--- src/rtl/prg_map_pkg.sv ---
package prg_map_pkg;

  localparam int FINE_W = 5;

  typedef enum logic [1:0] {
    LAY_32K    = 2'd0,
    LAY_16K    = 2'd1,
    LAY_8K     = 2'd2,
    LAY_8K_REV = 2'd3
  } layout_e;

  function automatic logic [FINE_W-1:0] mirror_fine(input logic [FINE_W-1:0] v);
    logic [FINE_W-1:0] r;
    for (int i = 0; i < FINE_W; i++) begin
      r[i] = v[FINE_W-1-i];
    end
    return r;
  endfunction

endpackage

--- src/rtl/prg_map_regs.sv ---
module prg_map_regs #(
  parameter int ADDR_W   = 16,
  parameter int DATA_W   = 8,
  parameter int NUM_REGS = 4
) (
  input  logic                             clk,
  input  logic                             rst,
  input  logic                             wr_en,
  input  logic [ADDR_W-1:0]                wr_addr,
  input  logic [DATA_W-1:0]                wr_data,
  output logic [NUM_REGS-1:0][DATA_W-1:0]  bank_q,
  output logic [NUM_REGS-1:0][DATA_W-1:0]  mode_q
);
  localparam int IDX_W = $clog2(NUM_REGS);

  logic [IDX_W-1:0] idx;
  logic [3:0]       hi_nib;
  logic [3:0]       sub_nib;
  logic             bank_hit;
  logic             mode_hit;
  logic             unused_wr;

  assign idx      = wr_addr[IDX_W-1:0];
  assign hi_nib   = wr_addr[ADDR_W-1 -: 4];
  assign sub_nib  = wr_addr[ADDR_W-5 -: 4];
  assign bank_hit = wr_en && (hi_nib == 4'h8);
  assign mode_hit = wr_en && (hi_nib == 4'hD) && (sub_nib <= 4'h5);
  assign unused_wr = ^wr_addr[ADDR_W-9:IDX_W];

  for (genvar i = 0; i < NUM_REGS; i++) begin : g_reg
    always_ff @(posedge clk) begin
      if (rst) begin
        bank_q[i] <= '1;
      end else if (bank_hit && (idx == IDX_W'(i))) begin
        bank_q[i] <= wr_data;
      end
    end

    always_ff @(posedge clk) begin
      if (rst) begin
        mode_q[i] <= '0;
      end else if (mode_hit && (idx == IDX_W'(i))) begin
        mode_q[i] <= wr_data;
      end
    end
  end

endmodule

--- src/rtl/prg_map_decode.sv ---
module prg_map_decode
  import prg_map_pkg::*;
#(
  parameter int ADDR_W   = 16,
  parameter int DATA_W   = 8,
  parameter int NUM_REGS = 4,
  parameter int OUTER_W  = 3,
  parameter int PAGE_W   = OUTER_W + FINE_W
) (
  input  logic [ADDR_W-1:0]               rd_addr,
  input  logic [NUM_REGS-1:0][DATA_W-1:0] bank_q,
  input  logic [NUM_REGS-1:0][DATA_W-1:0] mode_q,
  output logic [PAGE_W-1:0]               page_d,
  output logic                            rom_d
);
  layout_e                          layout;
  logic                             win_en;
  logic [OUTER_W-1:0]               outer;
  logic [2:0]                       slot;
  logic [NUM_REGS-1:0][FINE_W-1:0]  fine;
  logic                             unused_dec;

  assign layout = layout_e'(mode_q[0][1:0]);
  assign win_en = mode_q[0][DATA_W-1];
  assign outer  = mode_q[NUM_REGS-1][OUTER_W-1:0];
  assign slot   = rd_addr[ADDR_W-1 -: 3];

  // 8 KB values, mirrored in the reversed layout
  for (genvar i = 0; i < NUM_REGS; i++) begin : g_fine
    assign fine[i] = (layout == LAY_8K_REV) ? mirror_fine(bank_q[i][FINE_W-1:0])
                                            : bank_q[i][FINE_W-1:0];
  end

  always_comb begin
    page_d = '0;
    rom_d  = 1'b0;
    if (slot[2]) begin
      rom_d = 1'b1;
      unique case (layout)
        LAY_32K: page_d = {outer, bank_q[3][2:0], rd_addr[14:13]};
        LAY_16K: begin
          if (!rd_addr[14]) page_d = {outer, bank_q[1][3:0], rd_addr[13]};
          else              page_d = {outer, 4'hF, rd_addr[13]};
        end
        default: begin
          unique case (slot[1:0])
            2'd0:    page_d = {outer, fine[0]};
            2'd1:    page_d = {outer, fine[1]};
            2'd2:    page_d = {outer, fine[2]};
            default: page_d = {outer, {FINE_W{1'b1}}};
          endcase
        end
      endcase
    end else if (slot == 3'd3 && win_en) begin
      rom_d = 1'b1;
      unique case (layout)
        LAY_32K: page_d = {bank_q[3][5:0], 2'b11};
        LAY_16K: page_d = {bank_q[3][6:0], 1'b1};
        default: page_d = {{OUTER_W{1'b0}}, fine[3]};
      endcase
    end
  end

  assign unused_dec = ^{rd_addr[12:0], mode_q[1], mode_q[2], mode_q[0][6:2],
                        mode_q[3][7:3], bank_q[0][7:5], bank_q[1][7:5],
                        bank_q[2][7:5], bank_q[3][7]};

endmodule

--- src/rtl/prg_bank_mapper.sv ---
module prg_bank_mapper
  import prg_map_pkg::*;
#(
  parameter int ADDR_W   = 16,
  parameter int DATA_W   = 8,
  parameter int NUM_REGS = 4,
  parameter int OUTER_W  = 3,
  parameter int PAGE_W   = OUTER_W + FINE_W
) (
  input  logic              clk,
  input  logic              rst,
  input  logic              wr_en,
  input  logic [ADDR_W-1:0] wr_addr,
  input  logic [DATA_W-1:0] wr_data,
  input  logic [ADDR_W-1:0] rd_addr,
  output logic [PAGE_W-1:0] page,
  output logic              rom_sel
);
  logic [NUM_REGS-1:0][DATA_W-1:0] bank_q;
  logic [NUM_REGS-1:0][DATA_W-1:0] mode_q;
  logic [PAGE_W-1:0]               page_d;
  logic                            rom_d;

  prg_map_regs #(
    .ADDR_W(ADDR_W), .DATA_W(DATA_W), .NUM_REGS(NUM_REGS)
  ) u_regs (
    .clk(clk), .rst(rst), .wr_en(wr_en), .wr_addr(wr_addr),
    .wr_data(wr_data), .bank_q(bank_q), .mode_q(mode_q)
  );

  prg_map_decode #(
    .ADDR_W(ADDR_W), .DATA_W(DATA_W), .NUM_REGS(NUM_REGS),
    .OUTER_W(OUTER_W), .PAGE_W(PAGE_W)
  ) u_dec (
    .rd_addr(rd_addr), .bank_q(bank_q), .mode_q(mode_q),
    .page_d(page_d), .rom_d(rom_d)
  );

  always_ff @(posedge clk) begin
    if (rst) begin
      page    <= '0;
      rom_sel <= 1'b0;
    end else begin
      page    <= page_d;
      rom_sel <= rom_d;
    end
  end

endmodule

--- config.mk ---
export PLATFORM = sky130hd
export DESIGN_NAME = prg_bank_mapper
export DESIGN_NICKNAME = d
export VERILOG_FILES = /design/src/rtl/prg_map_pkg.sv /design/src/rtl/prg_map_regs.sv /design/src/rtl/prg_map_decode.sv /design/src/rtl/prg_bank_mapper.sv
export SDC_FILE = /design/constraint.sdc
export NUM_CORES = 1
export LEC_CHECK = 0
export BUFFER_PORTS_ARGS = -buffer_cell sky130_fd_sc_hd__buf_2
export CAP_MARGIN = 20
export CORE_ASPECT_RATIO = 1.75
export CORE_MARGIN = 8
export CORE_UTILIZATION = 63
export DETAILED_ROUTE_END_ITERATION = 7
export GPL_ROUTABILITY_DRIVEN = 0
export PLACE_DENSITY = 0.84
export SETUP_SLACK_MARGIN = 0.2
export SLEW_MARGIN = 20
export SYNTH_ARGS = -nofsm -noshare
export SYNTH_HDL_FRONTEND = slang
export SYNTH_HIERARCHICAL = 1
export SYNTH_SLANG_ARGS = --single-unit
--- constraint.sdc ---
create_clock -name clk -period 3.35 [get_ports clk]
set_input_delay 1.005 -clock clk [delete_from_list [all_inputs] [get_ports clk]]
set_output_delay 1.005 -clock clk [all_outputs]
set_load 0.01 [all_outputs]
Word level (Yosys, flattened, before mapping)

Cells that the tools add are included.

Output and inout bits: 9
Bits of input ports: 43
Register bits: 42
Logic and storage cells: 44

Reductions and logical operators: 13
Order comparisons: 1
Eq/ne operators: 10
Multiplexer cells: 12

Operators by type and width:

| cell                                                           | count |
|---|---|
| two-way mux 5 bit                                              | 5 |
| two-way mux 8 bit                                              | 2 |
| case mux 8 bit (2 select lines)                                | 1 |
| case mux 5 bit (3 select lines)                                | 1 |
| logical AND 1 bit                                              | 10 |
| case mux 5 bit (2 select lines)                                | 1 |
| == test 2 bit, second input constant                           | 4 |
| == test 4 bit, second input constant                           | 2 |
| == test 2 x 1 -> 1 bit, second input constant                  | 3 |
| logical NOT 2 bit                                              | 3 |
| less-or-equal comparator 4 x 3 -> 1 bit, second input constant | 1 |
| == test 3 x 2 -> 1 bit, second input constant                  | 1 |
| two-way mux 1 bit                                              | 2 |

Longest topological paths before layout

Gate-level depths: netlist of run 1.

Word-level depth: 5
Mapped depth: 8

Hierarchy

Netlist of run 1, hierarchy kept.

Modules (own cells, without submodules):

| module          | times used | cells an instance | sequential area each (µm²) | area an instance (µm²) |
|---|---|---|---|---|
| prg_map_regs    | 1          | 236               | 1,281.2                    | 2,552.4 |
| prg_map_decode  | 1          | 90                | 0.0                        | 646.9 |
| prg_bank_mapper | 1          | 18                | 180.2                      | 236.5 |

Worst setup path before layout of run 1

No wires, ideal clock.

Path type: input to register
From: input port rd_addr[13]
To: register page[2]
Library setup time: 0.114 ns
Cell stages on the path: 7
Buffers on the path: 2
Arrival: 1.939 ns
Path slack: 1.298 ns
Required time: 3.236 ns
Path through: buf_2 > buf_2 > mux2i_1 > o21ai_1 > a32oi_1 > o21ai_1 > nor2b_1

Word-level cells in the longest chain between the ends: 4
Elaborated cells between the ends (all ways): 9

RTL lines:

| what                                                                 | RTL line                                   | RTL |
|---|---|---|
| from (decl)                                                          | prg_bank_mapper.sv:15                      | `input logic [ADDR_W-1:0] rd_addr,` |
| == test 2 bit, or another cell as far along                          | prg_map_decode.sv:46                       | `unique case (slot[1:0])` |
| case mux 5 bit (3 select lines) or logical AND 1 bit (tied branches) | prg_map_decode.sv:46, prg_map_decode.sv:54 |  |
| case mux 5 bit (2 select lines) or two-way mux 8 bit (tied branches) | prg_map_decode.sv:39, prg_map_decode.sv:54 |  |
| two-way mux 8 bit (*)                                                | prg_map_decode.sv:37                       | `if (slot[2]) begin` |
| via page_d[2]                                                        | prg_bank_mapper.sv:21                      | `logic [PAGE_W-1:0] page_d;` |
| to (signal assigned)                                                 | prg_bank_mapper.sv:44                      | `page <= page_d;` |
| to (decl)                                                            | prg_bank_mapper.sv:16                      | `output logic [PAGE_W-1:0] page,` |

The timed path passes the listed nets; every way through them passes the cells marked *.
A chain may end at the register's enable or synchronous reset.

Final worst setup path of run 1

From: input port rd_addr[14]
To: register page[0]

The elaborated chain is that of the path after synthesis.

==> results_dict.tcl, run 1 <==
set metrics [dict create \
    drt.antenna.violating_nets 0 \
    hold_viol 0 \
    hpwlAfterDp_mm 3.35 \
    peakVddDrop_mv 0.409 \
    grt_use_total_pct 17.6 \
    drtPass1Iterations 5 \
    yosys_warnings 6 \
    rsz0062_at_grt "no" \
    p_sw_share_pct 24.1 \
    hold_buffers 0 \
    internal-power_uw 636 \
    num_rows 27 \
    insertion_delay_ns 0.29 \
    drc 0 \
    critPathKind "input port to flip-flop" \
    cp_max_fo 19 \
    antenna_found_initial 0 \
    areaGrowthSynthToFinish_pct 8.97 \
    hold_path.class "flip-flop to flip-flop" \
    syn_inst 227 \
    cts.sinks 37 \
    finalWirelength_mm 4.50 \
    r2r_slack_ns 1.48 \
    syn_area_um2 2080 \
    outcome "completed" \
    fmax_ghz 0.467 \
    overflow 0 \
    power_frac_seq_pct 53.2 \
    period_needed_ns 2.14 \
    insertedDiodeCount 0 \
    arrival_ns 2.29 \
    clockBufferDepth 2 \
    cts_tree "yes" \
    layoutNonFillerInstCount 289 \
    tns_ns 0 \
    synth_nets 270 \
    relSlewSlack_pct 50.9 \
    htreeDepth 2 \
    dr_total_vias 1697 \
    ios 52 \
    grt_pass1_wl_mm 7.42 \
    first_iter_violations 58 \
    clk_pin_slew_ns 0.07 \
    cts_buffers 5 \
    layout_setup_ws_ns 1.21 \
    required_ns 3.50 \
    io_buffers 31 \
    post_cts_buffers 0 \
    finalPower_uw 839 \
    place_ws_ns 0.912 \
    grt_max_degree 49 \
    root_buffer "clkbuf_8" \
    vias_per_cell 5.87 \
    p_switching_uw 202 \
    maxCapViolCount 0 \
    startpoint_type "input port" \
    drive_gt1_share_pct 20.7 \
    skew_ns 0.00551 \
    p_comb_share_pct 8.5 \
    ctsResizeCount 0 \
    pwr-share-clk_pct 38.3 \
    nNetsFinal 289 \
    dp.cells 282 \
    drv_slew 0 \
    die_area_um2 5460 \
    worstMarginPinSlew_ns 0.737 \
    finalSetupViolations 0 \
    final_cell_mix "dfxtp_1 (37), mux2i_1 (36), nor2_1 (35), buf_2 (31), nand2b_1 (16)" \
    cellLeakagePower_nw 1.05 \
    wl_per_cell_um 15.6 \
    finalCritPeriodShare_pct 63.9 \
    layout_commonest_cell "dfxtp_1" \
    end_kind "flip-flop" \
    die_h_um 92.0 \
    p_per_area_nw_per_um2 370 \
    fillCellCount 250 \
    grt_pass1_vias 1639 \
    coreArea_um2 3140 \
    start_util_pct 66.1 \
    fp.dieW_um 59.4 \
    synth_area_per_cell_um2 9.16 \
]
## power groups by stage
stage          clock network [mW]  logic (mW)  registers [mW]
3_5_place_dp                    0      0.0717           0.456
3_3_place_gp                    0      0.0700           0.456
6_report                    0.321      0.0714           0.446
4_1_cts                     0.331      0.0719           0.446
5_1_grt                     0.346      0.0791           0.447
2_1_floorplan                   0      0.0486           0.458
## registers in the layout (all words and copies together) (netlist names)
name / count
page: 8
rom_sel: 1
u_regs/bank_q: 22
u_regs/mode_q: 6
## area by class of cell
| type | count | area [um2] | area share [%] |
|---|---|---|---|
| clock inverter | 1 | 7.51 | 0.331 |
| inverter | 1 | 3.75 | 0.166 |
| sequential | 37 | 741 | 32.7 |
| clock buffer | 6 | 82.6 | 3.65 |
| multi-input combinational | 168 | 1210 | 53.3 |
| tap | 43 | 53.8 | 2.38 |
| timing repair buffer | 33 | 170 | 7.51 |
## worst paths after layout
kind / from / to / depth (start not counted)
max reg2reg: u_regs/mode_q[0] / page[4] / 5
min: u_regs/mode_q[26] / u_regs/mode_q[26] / 2
max: rd_addr[14] / page[0] / 6
min reg2reg: u_regs/mode_q[26] / u_regs/mode_q[26] / 2
## through the flow
stage | util [%] | area [um2] | hold WS, ns
after floorplan | - | 2080 | 0.452
after global placement | 69.2 | 2170 | 0.477
after detailed placement | 69.2 | 2170 | 0.480
after CTS | 72.1 | 2260 | 0.494
after global routing | 72.1 | 2260 | 0.518
final | 72.1 | 2260 | 0.499
## metal layers
layer	track usage (%)	vias to the layer above	part of all wire, %
met1	18.8	781	38
met2	29.0	73	51
met4	11.6	0	4.3
met3	4.34	15	6.4
li1	-	828	-
met5	0	-	0
## critical path, cell delays in order
cell,delay [ns]
buf_2,0.27
nand2b_1,0.26
o221ai_1,0.14
nor4bb_1,0.35
o22ai_1,0.13
nor2b_1,0.14
No activity file was read; power rests on OpenSTA's default activity.
==> inputs of run 2 (changes only) <==
--- a/config.mk
+++ b/config.mk
@@ -5,14 +5,15 @@
 export SDC_FILE = /design/constraint.sdc
 export NUM_CORES = 1
 export LEC_CHECK = 0
+export ABC_AREA = 1
 export BUFFER_PORTS_ARGS = -buffer_cell sky130_fd_sc_hd__buf_2
 export CAP_MARGIN = 20
 export CORE_ASPECT_RATIO = 1.75
 export CORE_MARGIN = 8
-export CORE_UTILIZATION = 63
+export CORE_UTILIZATION = 59
 export DETAILED_ROUTE_END_ITERATION = 7
 export GPL_ROUTABILITY_DRIVEN = 0
-export PLACE_DENSITY = 0.84
+export PLACE_DENSITY = 0.79
 export SETUP_SLACK_MARGIN = 0.2
 export SLEW_MARGIN = 20
 export SYNTH_ARGS = -nofsm -noshare
==> constraint.sdc (replaced) <==
create_clock -name clk -period 2.1 [get_ports clk]
set_input_delay 0.63 -clock clk [delete_from_list [all_inputs] [get_ports clk]]
set_output_delay 0.63 -clock clk [all_outputs]
set_load 0.01 [all_outputs]
==> results_dict.tcl, run 2 <==
set metrics [dict create \
    final_area_um2 2400 \
    grt_use_total_pct 17.7 \
    seqCellArea_um2 742 \
    areaGrowthSynthToFinish_pct 7.51 \
    place_area_um2 2310 \
    num_rows 29 \
    layoutNonFillerInstCount 404 \
    cellLeakagePower_nw 1.32 \
    htreeDepth 2 \
    synth_area_per_cell_um2 6.60 \
    nNetsFinal 401 \
    layout_setup_ws_ns 0.583 \
    antenna_found_initial 0 \
    critPathKind "flip-flop to flip-flop" \
    met3_length_um 326 \
    vias_per_cell 5.29 \
    insertion_delay_ns 0.28 \
    p_per_area_nw_per_um2 567 \
    regToRegEndpoint "page[0]" \
    cts.sinks 37 \
    insertedDiodeCount 0 \
    grt_pass1_wl_mm 9.02 \
    end_kind "flip-flop" \
    largest_register "u_regs/bank_q" \
    grt_max_degree 29 \
    hold_viol 0 \
    relSlewSlack_pct 68.6 \
    arrival_ns 1.69 \
    syn_inst 338 \
    maxCapViolCount 0 \
    peakVddDrop_mv 0.463 \
    final_cell_mix "nand2_1 (85), nand3_1 (59), inv_1 (50), dfxtp_1 (36), buf_2 (31)" \
    synth_nets 381 \
    ios 52 \
    clk_pin_slew_ns 0.07 \
    skew_ns 0.00518 \
    startpoint_type "flip-flop" \
    finalCritPeriodShare_pct 72.2 \
    largest_reg_flops 22 \
    cts_tree "yes" \
    outcome "completed" \
    finalSetupViolations 0 \
    die_h_um 97.4 \
    first_iter_violations 70 \
    drv_slew 0 \
    period_needed_ns 1.52 \
    min_from "u_regs/bank_q[16]" \
    io_buffers 31 \
    post_cts_buffers 0 \
    coreArea_um2 3630 \
    place_ws_ns 0.387 \
    drive_gt1_share_pct 18.2 \
    fp.dieW_um 62.5 \
    top_layer_used "met4" \
    worstMarginPinSlew_ns 0.471 \
    largestRegisters "u_regs/bank_q x22, page x8, u_regs/mode_q x6" \
    min_path_cells 2 \
    r2r_cells 8 \
    multi_input_area_um2 1100 \
    die_area_um2 6090 \
    drc 0 \
    timing.rr.start "u_regs/mode_q[0]" \
    cts_buffers 5 \
    drtPass1Iterations 4 \
    yosys_warnings 6 \
    overflow 0 \
    worst_hold_slack_ns 0.458 \
    clockBufferDepth 2 \
    drt.antenna.violating_nets 0 \
    hpwlAfterDp_mm 3.91 \
    fillCellCount 361 \
    min_delay_worst_endpoint "u_regs/bank_q[16]" \
    wl_per_cell_um 13.0 \
    grt_pass1_vias 2067 \
    root_buffer "clkbuf_8" \
    start_util_pct 61.5 \
    drt-met1-wl_mm 2.11 \
    rsz0062_at_grt "no" \
    dr_total_vias 2137 \
    dp.cells 397 \
    required_ns 2.28 \
    finalWirelength_mm 5.24 \
    fmax_ghz 0.659 \
    tns_ns 0 \
    layout_commonest_cell "nand2_1" \
    r2r_slack_ns 0.58 \
    hold_path.class "flip-flop to flip-flop" \
    cp_max_fo 16 \
    wl_met2_mm 2.66 \
    syn_area_um2 2230 \
]
-- run 2: worst max-delay path by stage --
| stage | from | to | slack, ns | cells past startpoint |
|---|---|---|---|---|
| floorplan | wr_addr[15] | u_regs/bank_q[27] | 0.73 | 5 |
| global placement | u_regs/mode_q[0] | page[0] | 0.39 | 8 |
| detailed placement | u_regs/mode_q[0] | page[0] | 0.39 | 8 |
| CTS | u_regs/mode_q[0] | page[0] | 0.35 | 8 |
| global route | u_regs/mode_q[0] | page[0] | 0.50 | 8 |
| finish | u_regs/mode_q[0] | page[0] | 0.58 | 8 |
-- run 2: worst max-delay path, stage by stage (launching register included) --
cell	delay [ns]
dfxtp_2	0.54
inv_1	0.22
or2_1	0.27
o21ai_0	0.08
nand2_1	0.07
nand2_1	0.09
nand2_1	0.06
inv_1	0.04
nor2_1	0.03
-- run 2: metrics by stage --
step	util (%)	power [mW]
6_report	66.1	1.36
3_5_place_dp	63.7	0.877
2_1_floorplan	-	0.830
3_3_place_gp	63.7	0.874
4_1_cts	66.1	1.37
5_1_grt	66.1	1.41
-- run 2: timing repair --
| action | 4_1_cts | 5_1_grt |
|---|---|---|
| hold buffers | 0 | 0 |
| hold endpoints to repair | 0 | 0 |
| resized for setup | 0 | 1 |
| setup endpoints to repair | 0 | 1 |
-- run 2: final cells by class --
class / count / share of cell area (%)
multi-input cells: 222 / 45.9
flip-flops and latches: 37 / 30.9
inverters: 57 / 8.92
repair buffers: 35 / 8.24
clock buffers: 7 / 3.60
well taps: 46 / 2.40
-- run 2: layer usage --
layer / vias to the layer above / global-route usage [%]
met4: 0 / 8.66
met1: 938 / 18.7
met5: - / 0
met3: 12 / 5.54
met2: 80 / 30.6
li1: 1107 / -
-- run 2: where the power goes --
group | internal, mW | switching, mW | leakage [nW]
registers | 0.711 | 0.00421 | 0.301
clock network | 0.260 | 0.238 | 0.0443
logic | 0.0496 | 0.0968 | 0.970
total | 1.02 | 0.339 | 1.32
==> inputs of run 3 (changes only) <==
==> constraint.sdc (replaced) <==
create_clock -name clk -period 1.4 [get_ports clk]
set_input_delay 0.42 -clock clk [delete_from_list [all_inputs] [get_ports clk]]
set_output_delay 0.42 -clock clk [all_outputs]
set_load 0.01 [all_outputs]
==> results_dict.tcl, run 3 (synthesis gave the netlist of run 2 again) <==
set metrics [dict create \
    outcome "finished, violations left" \
    violations "negative setup slack" \
    relSlewSlack_pct 77.3 \
    insertedDiodeCount 0 \
    use_met3_pct 4.04 \
    min_path_cells 3 \
    worstMarginPinSlew_ns 0.339 \
    critPathKind "flip-flop to flip-flop" \
    crit_top_cell "nand2_1" \
    hpwlAfterDp_mm 4.07 \
    grt_pass1_vias 2244 \
    hold_path.class "input port to flip-flop" \
    cellLeakagePower_nw 1.44 \
    cp_max_fo 7 \
    period_needed_ns 1.41 \
    tns_ns -0.0115 \
    finalCritPeriodShare_pct 101 \
    insertion_delay_ns 0.29 \
    largestRegisters "u_regs/bank_q x22, page x8, u_regs/mode_q x6" \
    layout_commonest_cell "nand2_1" \
    rsz0062_at_grt "yes" \
    drtPass1Iterations 5 \
    finalSetupViolations 1 \
    overflow 0 \
    peakVddDrop_mv 0.809 \
    clockBufferDepth 2 \
    grt_pass1_wl_mm 9.40 \
    nNetsFinal 423 \
    min_delay_worst_endpoint "u_regs/bank_q[30]" \
    cts_buffers 5 \
    areaGrowthSynthToFinish_pct 21.7 \
    layout_setup_ws_ns -0.0115 \
    die_area_um2 6090 \
    start_util_pct 61.5 \
    maxCapViolCount 0 \
    grt_use_total_pct 18.3 \
    skew_ns 0.00527 \
    coreArea_um2 3630 \
    layoutNonFillerInstCount 427 \
    ios 52 \
    num_rows 29 \
    fp.dieW_um 62.5 \
    dr_total_vias 2349 \
    finalWirelength_mm 6.04 \
    cpPeakStageDelay_ns 0.35 \
    fillCellCount 294 \
    fmax_ghz 0.708 \
    largest_reg_flops 22 \
    largest_register "u_regs/bank_q" \
    hold_buffers 0 \
    busiest_layer "met2" \
    io_buffers 31 \
    startpoint_type "flip-flop" \
    clk_pin_slew_ns 0.08 \
    min_from "wr_data[6]" \
    met2_usage_pct 33.3 \
    htreeDepth 2 \
    arrival_ns 1.60 \
    drt.antenna.violating_nets 0 \
    wl_per_cell_um 14.2 \
    cts.sinks 37 \
    final_cell_mix "nand2_1 (82), nand3_1 (56), inv_1 (49), dfxtp_1 (35), buf_2 (31)" \
    timing.rr.start "u_regs/mode_q[0]" \
    regToRegEndpoint "page[0]" \
    hold_viol 0 \
    r2r_slack_ns -0.01 \
    slowest_stage "dfxtp_2" \
    root_buffer "clkbuf_8" \
    drv_slew 0 \
    p_per_area_nw_per_um2 847 \
    fin_util_pct 74.9 \
    die_h_um 97.4 \
    crit_chain "buf_12, clkinvlp_4, or2_1, o21ai_1, nand2_1, nand2_1, nand2_1, inv_1, nor2_1" \
    required_ns 1.59 \
    dp.cells 410 \
    grt_max_degree 29 \
    end_kind "flip-flop" \
    cts_tree "yes" \
    use_met1_pct 18.5 \
    drc 0 \
    antenna_found_initial 0 \
    worst_hold_slack_ns 0.364 \
    drive_gt1_share_pct 26.5 \
    first_iter_violations 135 \
    r2r_cells 9 \
    vias_per_cell 5.50 \
]
==> run 3: worst max-delay path: cells and delay by family, from the launching register on <==
| kind | cells | cell delay (ns) |
|---|---|---|
| simple gates | 5 | 0.52 |
| buf+inv | 3 | 0.36 |
| flops | 1 | 0.35 |
| compound gates | 1 | 0.08 |
==> run 3: how the worst max path moves through the flow <==
stage,endpoint,from,slack [ns]
floorplan,page[3],u_regs/mode_q[1],0.21
global placement,page[4],rd_addr[14],-0.02
detailed placement,page[4],rd_addr[13],-0.04
CTS,page[0],u_regs/mode_q[0],0.07
global route,page[0],u_regs/mode_q[0],-0.12
finish,page[0],u_regs/mode_q[0],-0.01
==> run 3: what timing repair did <==
item                                   4_1_cts  5_1_grt
buffers inserted                             2        6
cloned                                       0        1
endpoints found under the hold margin        0        0
pin swaps                                    0        9
setup endpoints to repair                    8        8
resized for setup                            3       23
==> run 3: per-layer routing <==
| layer | vias up | part of all wire (%) | routed length [um] |
|---|---|---|---|
| met5 | - | 0 | 0 |
| met4 | 0 | 2.8 | 171 |
| met3 | 16 | 5.8 | 350 |
| met2 | 109 | 54 | 3250 |
| met1 | 1065 | 38 | 2280 |
| li1 | 1159 | - | - |
==> run 3: final cells by class <==
type | count | area [um2] | share of cell area, %
multi-input cells | 222 | 1150 | 42.2
flip-flops and latches | 37 | 743 | 27.3
repair buffers | 57 | 433 | 15.9
inverters | 57 | 218 | 8.01
clock buffers | 6 | 82.6 | 3.04
well taps | 46 | 57.6 | 2.12
clock inverters | 2 | 37.5 | 1.38
==> run 3: stage by stage <==
step	worst slack, ns	instance area (um2)	power (mW)
detailed placement	-0.0372	2450	1.34
floorplan	0.212	2230	1.24
global route	-0.124	2720	2.39
finish	-0.0115	2720	2.30
global placement	-0.0232	2450	1.34
CTS	0.0688	2590	2.31
==> run 3: where the power goes <==
part | total (mW) | switching (mW) | internal (mW)
Combinational | 0.258 | 0.158 | 0.101
Sequential | 1.07 | 0.00604 | 1.07
Clock | 0.971 | 0.392 | 0.579
Total | 2.30 | 0.556 | 1.75
